**src/rtl/cfgrl_pkg.sv**
```systemverilog
package cfgrl_pkg;

    // What a given cycle does to the live layer
    typedef enum logic [1:0] {
        PERIOD_NONE   = 2'd0,
        PERIOD_LOAD   = 2'd1,
        PERIOD_REJECT = 2'd2,
        PERIOD_IDLE   = 2'd3
    } period_act_e;

    typedef struct packed {
        logic err;
        logic commit;
    } ctrl_state_t;

    localparam int CTRL_COMMIT_BIT = 0;
    localparam int CTRL_ERR_BIT    = 1;

    // Power-on value of word idx, identical in both layers
    function automatic logic [31:0] reset_word(input int unsigned idx);
        return (32'(idx) + 32'd1) * 32'h0000_1011;
    endfunction

    function automatic period_act_e classify(input logic strobe,
                                             input logic commit,
                                             input logic pending);
        if (!strobe)
            return PERIOD_NONE;
        else if (commit)
            return PERIOD_LOAD;
        else if (pending)
            return PERIOD_REJECT;
        else
            return PERIOD_IDLE;
    endfunction

endpackage

```
**src/rtl/cfgrl_addr_decode.sv**
```systemverilog
module cfgrl_addr_decode #(
    parameter int NUM_REGS = 4,
    parameter int ADDR_W   = 3
) (
    input  logic              wr_en,
    input  logic [ADDR_W-1:0] addr,
    output logic [NUM_REGS-1:0] shadow_we,
    output logic              ctrl_we
);
    localparam logic [ADDR_W-1:0] CTRL_ADDR = ADDR_W'(NUM_REGS);

    for (genvar i = 0; i < NUM_REGS; i++) begin : g_we
        assign shadow_we[i] = wr_en && (addr == ADDR_W'(i));
    end

    assign ctrl_we = wr_en && (addr == CTRL_ADDR);

endmodule

```
**src/rtl/cfgrl_shadow_bank.sv**
```systemverilog
module cfgrl_shadow_bank #(
    parameter int NUM_REGS = 4,
    parameter int DATA_W   = 16
) (
    input  logic                         clk,
    input  logic                         rst,
    input  logic [NUM_REGS-1:0]          we,
    input  logic [DATA_W-1:0]            wdata,
    input  logic                         load,
    output logic [NUM_REGS*DATA_W-1:0]   shadow_flat,
    output logic                         pending
);
    import cfgrl_pkg::*;

    logic [DATA_W-1:0] word_q [NUM_REGS];
    logic              pending_q;

    for (genvar i = 0; i < NUM_REGS; i++) begin : g_word
        always_ff @(posedge clk) begin
            if (rst)
                word_q[i] <= DATA_W'(reset_word(i));
            else if (we[i])
                word_q[i] <= wdata;
        end
        assign shadow_flat[i*DATA_W +: DATA_W] = word_q[i];
    end

    // A write in the reload cycle belongs to the next period
    always_ff @(posedge clk) begin
        if (rst)
            pending_q <= 1'b0;
        else if (load)
            pending_q <= |we;
        else if (|we)
            pending_q <= 1'b1;
    end

    assign pending = pending_q;

endmodule

```
**src/rtl/cfgrl_ctrl.sv**
```systemverilog
module cfgrl_ctrl (
    input  logic                  clk,
    input  logic                  rst,
    input  logic                  ctrl_we,
    input  logic                  wr_commit,
    input  logic                  wr_errclr,
    input  logic                  period_start,
    input  logic                  pending,
    output cfgrl_pkg::ctrl_state_t state,
    output cfgrl_pkg::period_act_e action
);
    import cfgrl_pkg::*;

    ctrl_state_t st_q;

    always_comb action = classify(period_start, st_q.commit, pending);

    always_ff @(posedge clk) begin
        if (rst) begin
            st_q <= '0;
        end else begin
            // software write outranks the automatic clear
            if (ctrl_we)
                st_q.commit <= wr_commit;
            else if (action == PERIOD_LOAD)
                st_q.commit <= 1'b0;
            // a new fault outranks the clear request
            if (action == PERIOD_REJECT)
                st_q.err <= 1'b1;
            else if (ctrl_we && wr_errclr)
                st_q.err <= 1'b0;
        end
    end

    assign state = st_q;

    assert_err_sticky_R9: assert property (@(posedge clk) disable iff (rst)
        (st_q.err && !(ctrl_we && wr_errclr)) |=> st_q.err);

    assert_commit_autoclr_R5: assert property (@(posedge clk) disable iff (rst)
        (period_start && st_q.commit && !ctrl_we) |=> !st_q.commit);

endmodule

```
**src/rtl/cfgrl_active_bank.sv**
```systemverilog
module cfgrl_active_bank #(
    parameter int NUM_REGS = 4,
    parameter int DATA_W   = 16
) (
    input  logic                       clk,
    input  logic                       rst,
    input  logic                       load,
    input  logic [NUM_REGS*DATA_W-1:0] shadow_flat,
    output logic [NUM_REGS*DATA_W-1:0] active_flat
);
    import cfgrl_pkg::*;

    for (genvar i = 0; i < NUM_REGS; i++) begin : g_live
        logic [DATA_W-1:0] live_q;
        always_ff @(posedge clk) begin
            if (rst)
                live_q <= DATA_W'(reset_word(i));
            else if (load)
                live_q <= shadow_flat[i*DATA_W +: DATA_W];
        end
        assign active_flat[i*DATA_W +: DATA_W] = live_q;
    end

endmodule

```
**src/rtl/cfg_safe_reload.sv**
```systemverilog
module cfg_safe_reload #(
    parameter int NUM_REGS = 4,
    parameter int DATA_W   = 16,
    parameter int ADDR_W   = $clog2(NUM_REGS + 1)
) (
    input  logic                       clk,
    input  logic                       rst,
    input  logic                       wr_en,
    input  logic [ADDR_W-1:0]          addr,
    input  logic [DATA_W-1:0]          wdata,
    output logic [DATA_W-1:0]          rdata,
    input  logic                       period_start,
    output logic [NUM_REGS*DATA_W-1:0] active_cfg,
    output logic                       integrity_err
);
    import cfgrl_pkg::*;

    localparam logic [ADDR_W-1:0] CTRL_ADDR = ADDR_W'(NUM_REGS);

    logic [NUM_REGS-1:0]          shadow_we;
    logic                         ctrl_we;
    logic [NUM_REGS*DATA_W-1:0]   shadow_flat;
    logic                         pending;
    ctrl_state_t                  cstate;
    period_act_e                  action;
    logic                         do_load;

    cfgrl_addr_decode #(.NUM_REGS(NUM_REGS), .ADDR_W(ADDR_W)) u_dec (
        .wr_en     (wr_en),
        .addr      (addr),
        .shadow_we (shadow_we),
        .ctrl_we   (ctrl_we)
    );

    cfgrl_ctrl u_ctrl (
        .clk          (clk),
        .rst          (rst),
        .ctrl_we      (ctrl_we),
        .wr_commit    (wdata[CTRL_COMMIT_BIT]),
        .wr_errclr    (wdata[CTRL_ERR_BIT]),
        .period_start (period_start),
        .pending      (pending),
        .state        (cstate),
        .action       (action)
    );

    assign do_load = (action == PERIOD_LOAD);

    cfgrl_shadow_bank #(.NUM_REGS(NUM_REGS), .DATA_W(DATA_W)) u_shadow (
        .clk         (clk),
        .rst         (rst),
        .we          (shadow_we),
        .wdata       (wdata),
        .load        (do_load),
        .shadow_flat (shadow_flat),
        .pending     (pending)
    );

    cfgrl_active_bank #(.NUM_REGS(NUM_REGS), .DATA_W(DATA_W)) u_active (
        .clk         (clk),
        .rst         (rst),
        .load        (do_load),
        .shadow_flat (shadow_flat),
        .active_flat (active_cfg)
    );

    always_comb begin
        rdata = '0;
        for (int i = 0; i < NUM_REGS; i++) begin
            if (addr == ADDR_W'(i))
                rdata = shadow_flat[i*DATA_W +: DATA_W];
        end
        if (addr == CTRL_ADDR) begin
            rdata[CTRL_COMMIT_BIT] = cstate.commit;
            rdata[CTRL_ERR_BIT]    = cstate.err;
        end
    end

    assign integrity_err = cstate.err;

    assert_load_copies_R4: assert property (@(posedge clk) disable iff (rst)
        (period_start && cstate.commit) |=> (active_cfg == $past(shadow_flat)));

    assert_live_holds_R6: assert property (@(posedge clk) disable iff (rst)
        !(period_start && cstate.commit) |=> $stable(active_cfg));

    assert_reject_flags_R6: assert property (@(posedge clk) disable iff (rst)
        (period_start && !cstate.commit && pending) |=> integrity_err);

    assert_unmapped_zero_R3: assert property (@(posedge clk) disable iff (rst)
        (addr > CTRL_ADDR) |-> (rdata == '0));

endmodule

```
**config.mk**
```make
export PLATFORM = sky130hd
export DESIGN_NAME = cfg_safe_reload
export DESIGN_NICKNAME = d
export VERILOG_FILES = /design/src/rtl/cfgrl_pkg.sv /design/src/rtl/cfgrl_addr_decode.sv /design/src/rtl/cfgrl_shadow_bank.sv /design/src/rtl/cfgrl_ctrl.sv /design/src/rtl/cfgrl_active_bank.sv /design/src/rtl/cfg_safe_reload.sv
export SDC_FILE = /design/constraint.sdc
export NUM_CORES = 1
export LEC_CHECK = 0
export ABC_AREA = 1
export ABC_CLOCK_PERIOD_IN_PS = 4960
export BUFFER_PORTS_ARGS = -buffer_cell sky130_fd_sc_hd__buf_4
export CELL_PAD_IN_SITES_DETAIL_PLACEMENT = 0
export CELL_PAD_IN_SITES_GLOBAL_PLACEMENT = 2
export CORE_MARGIN = 8
export CORE_UTILIZATION = 35
export CTS_CLUSTER_SIZE = 10
export DETAILED_ROUTE_END_ITERATION = 8
export PLACE_DENSITY = 0.85
export SLEW_MARGIN = 20
export SYNTH_ARGS = -nofsm -noshare
export SYNTH_HDL_FRONTEND = slang
export SYNTH_SLANG_ARGS = --single-unit
export TNS_END_PERCENT = 1
```
**constraint.sdc**
```tcl
create_clock -name clk -period 4.96 [get_ports clk]
set_input_delay 1.24 -clock clk [delete_from_list [all_inputs] [get_ports clk]]
set_output_delay 1.24 -clock clk [all_outputs]
set_load 0.005 [all_outputs]
```
# Yosys cells after proc, flatten, opt, wreduce, memory -nomap -nowiden
# Memories as Yosys holds them, arrays and structs flattened.
# Index checks and enable logic that the tools add are counted.
# totals
regBits,67
latch_bits,0
mem_bits_rw,64
mem_bits_ro,0
inputBits,23
out_inout_bits,81
wordCells,61
memories,1
# classes
addsub,0
n_mul,0
div,0
order_cmp,0
eq_ne,6
shift,0
mux,32
n_bitwise,4
n_reduce_logical,11
# mem_list
name,words,word_bits,read_ports,rd_clocked_by_memory_dff,write_ports,line,source
u_shadow.word_q,4,16,4,0,4,cfgrl_shadow_bank.sv:15,logic [DATA_W-1:0] word_q [NUM_REGS];
# ops
cell,n
$mux W16,8
$mux W1,21
$eq A3 B2 Y1 const B,2
$logic_and A1 B1 Y1,6
$mux W2,3
$reduce_bool A2 Y1,3
$or A1 B1 Y1,4
$reduce_or A4 Y1,1
$eq A3 B1 Y1 const B,1
$eq A3 B3 Y1 const B,1
$logic_not A3 Y1,1
$eq A2 B1 Y1 const B,1
$eq A2 B2 Y1 const B,1

# Depth between registers and ports, before layout
# depth
ltp_word,6
mapped_depth,7
depth_no_buf,6

# By module
# A second synthesis with hierarchy kept.
# unflattened
cells_unflattened,680
hier_area_um2,5552.8
# by_module_without_submodules
module,n_inst,cells_per_inst,area_each_um2,seq_area_each_um2
cfgrl_active_bank,1,376,2541.2,1281.2
cfgrl_shadow_bank,1,172,2382.3,1941.9
cfg_safe_reload,1,104,475.5,0.0
cfgrl_ctrl,1,14,98.8,40.0
cfgrl_addr_decode,1,14,55.1,0.0

# Least setup slack after synthesis
# Ideal clock, no wire load.
# synth_path
path_type,in2reg
startpoint,input addr[0]
endpoint,memory u_shadow.word_q[3][0] (netlist: u_shadow.word_q[1][16]) (enable)
setup_time_ns,0.411
t_arrival_ns,2.931
required_ns,4.549
setup_slack_ns,1.617
cell_stages,5
path_buffers,1
cell_sequence,buf_2 inv_1 nor2_8 inv_1 o21ai_0
# synth_lines
item,line,source
from (decl),cfg_safe_reload.sv:9,"input logic [ADDR_W-1:0] addr,"
to (decl),cfgrl_shadow_bank.sv:15,

# Final worst setup path
# layout_path
startpoint,input addr[2]
endpoint,output rdata[3]
# layout_between
elab_chain_len,5
elab_cells_between_ends,8
cone_classes,eq/ne: 3; mux: 4; reduce/logical: 1
# layout_rtl
item,line,source
$logic_not A3 Y1,cfg_safe_reload.sv:70,if (addr == ADDR_W'(i))
$mux W16 (3 in a row),cfg_safe_reload.sv:70,
$mux W16 *,cfg_safe_reload.sv:70,
to (decl),cfg_safe_reload.sv:11,"output logic [DATA_W-1:0] rdata,"
# Mark *: on every way between the ends. The rest lies on a longest branch, timed or not.

==> results_dict.tcl <==
set metrics [dict create \
    grt_max_degree 66 \
    gp_congestion 0.836 \
    hpwlAfterDp_um 10100 \
    seq_area_frac_synth 0.635 \
    start_util 0.356 \
    peakVddDrop_mv 0.206 \
    fmax_ghz 0.266 \
    grt_overflow 0 \
    cap_violations 0 \
    antenna_left 0 \
    tightest_slew_ns 0.836 \
    grt_use_total 0.162 \
    vias 4107 \
    nNetsFinal 684 \
    worstHoldPathCells 2 \
    numCtsBuffers 17 \
    cts.path.max_buffers 2 \
    ios 104 \
    worstPathArrival_ns 2.52 \
    r2r-start "u_ctrl.state[0]" \
    first_iter_violations 313 \
    mostFrequentLayoutCell "nor2_1" \
    post_cts_buffers 0 \
    firstDrtPassIters 5 \
    antenna_found_initial 0 \
    port_buffers 103 \
    min_period_ns 3.76 \
    core_area_mm2 0.0144 \
    finalHoldViolCount 0 \
    seq_power_share 0.484 \
    cp_max_fo 14 \
    grt_pass1_vias 4095 \
    cp.required_ns 3.72 \
    r2r-end "u_active.g_live[0].live_q[6]" \
    endpoint_kind "output port" \
    syn_to_final_growth_pct 28.6 \
    multi_input_comb_area_mm2 0.00163 \
    syn_area_per_cell_um2 9.16 \
    relSlewSlack 0.441 \
    die_w_um 137 \
    grt_busiest_layer "met2" \
    pwr-share-comb 0.064 \
    status "complete, no violations" \
    post_drt_wl_per_cell_um 17.2 \
    cts_htree_levels 4 \
    power.share.switching 0.223 \
    viasPerCell 4.79 \
    ff2ff_path_depth 5 \
    skew_ns 0.00884 \
    p_sw_w 0.000559 \
    crit_type "primary input to output port" \
    cts.sinks 131 \
    row_count 44 \
    num_antenna_cells 0 \
    min_path_type "flip-flop to flip-flop" \
    rsz0062_at_grt "false" \
    internal-power_w 0.00195 \
    cts_resized 0 \
    layout-drive-gt1-share 0.242 \
    synth_fp_nets 584 \
    met1_usage 0.219 \
    root_buffer "clkbuf_16" \
    min_to "u_active.g_live[0].live_q[4]" \
    fillers 1438 \
    fin_setup_tns_ns 0 \
    drc 0 \
    r2r_setup_slack_ns 3.31 \
    synth-seq-cells 131 \
    die_h_um 137 \
    die_area_mm2 0.0188 \
    finalCritPeriodShare 0.758 \
    yosys-top-cells-area "edfxtp_1 (37%), dfxtp_1 (26%), nor2_1 (10%), nand2_1 (8.5%), o21ai_0 (5.2%)" \
    post_dp_cell_area_mm2 0.00607 \
    p_per_area_mw_per_mm2 379 \
    routed_wl_um 14700 \
    syn_inst 561 \
    grtUsageMet3 0.0430 \
    cts_tree "yes" \
    cts-hold-fix-buffers 0 \
    netlist-cell-type-count 22 \
    register_area_mm2 0.00326 \
    setup_viol 0 \
    leakage_nw 2.75 \
    layout.cells.most_common_list "nor2_1 (140), nand2_1 (115), buf_4 (110)" \
    yosys.area.top_type "edfxtp_1" \
    start_kind "primary input" \
    slew_viol_final 0 \
    hp-start "u_active.g_live[0].live_q[4]" \
    final_area_mm2 0.00661 \
    syn-cell-area_mm2 0.00514 \
    synth.top_cell.area_share 0.374 \
    clock_power_share 0.452 \
    ys_warn_count 0 \
    grt_util_met2 0.241 \
    clk_pin_slew_worst_paths_ns 0.05 \
    clkLatencyLatePin_ns 0.41 \
    grt_pass1_wl_um 22700 \
]
-- worst max-delay path by stage --
stage | start | to | slack [ns] | cells past startpoint
after global routing | addr[2] | rdata[2] | 1.08 | 7
after global placement | addr[2] | rdata[7] | 1.23 | 7
after floorplan | addr[0] | u_shadow.word_q[1][16] | 1.62 | 5
final | addr[2] | rdata[3] | 1.20 | 7
after detailed placement | addr[2] | rdata[3] | 1.21 | 7
after CTS | addr[2] | rdata[3] | 1.21 | 7
-- Yosys cell counts (all sizes together) --
cell type and n:
clkbuf 17, buf 12, nand4 17, dfxtp 67, inv 31, nand3 23, nand2 118, o21ai 53
a21oi 2, nor3 3, edfxtp 64, nor2 154
-- per-layer routing --
layer  part of all wire  vias up
met5                  0        -
met4             0.0099        0
met3              0.068       11
met2               0.45      138
met1               0.47     1926
li1                   -     2032
-- registers in the layout, summed over array words and instances (netlist names) --
signal,count
u_active.g_live.live_q,64
u_ctrl.state,2
u_shadow.word_q,64
u_shadow.pending,1
-- power groups by stage --
stage | combinational (W) | clock (W) | sequential [W]
after floorplan | 0.0000779 | 0 | 0.00122
after global placement | 0.000161 | 0 | 0.00123
after detailed placement | 0.000164 | 0 | 0.00123
after CTS | 0.000164 | 0.00115 | 0.00121
after global routing | 0.000178 | 0.00120 | 0.00122
final | 0.000161 | 0.00113 | 0.00121
-- worst max-delay path: stages --
cell and delay [ns]:
buf_4 0.14, nor2_2 0.14, nand2_1 0.13, inv_1 0.45, nand2_1 0.12, nand4_1 0.15, buf_4 0.13
-- cell families (layout without fill, tap and decap cells) --
family                 Yosys count  after routing  share of synthesized area
AOI/OAI and AO/OA               55             55                     0.0536
buffers and inverters           60            173                     0.0475
and+or+nand+nor                315            315                      0.264
DFF                            131            131                      0.635
-- stage by stage --
step / hold slack [ns] / setup WS [ns] / utilization / std cells / power, W
global route: 0.494 / 1.08 / 0.458 / 858 / 0.00260
detailed placement: 0.459 / 1.21 / 0.421 / 826 / 0.00140
global placement: 0.462 / 1.23 / 0.421 / 826 / 0.00139
CTS: 0.476 / 1.21 / 0.458 / 858 / 0.00253
finish: 0.473 / 1.20 / 0.458 / 858 / 0.00250
floorplan: 0.435 / 1.62 / - / 561 / 0.00130
-- area by class of cell --
type                       count  share of cell area
clock inverter                 5             0.00379
inverter                      31              0.0176
tap                          184              0.0349
clock buffer                  27              0.0777
multi-input combinational    370               0.247
timing repair buffer         110               0.125
sequential                   131               0.494
Note: power is estimated with default switching activity, not from simulation.
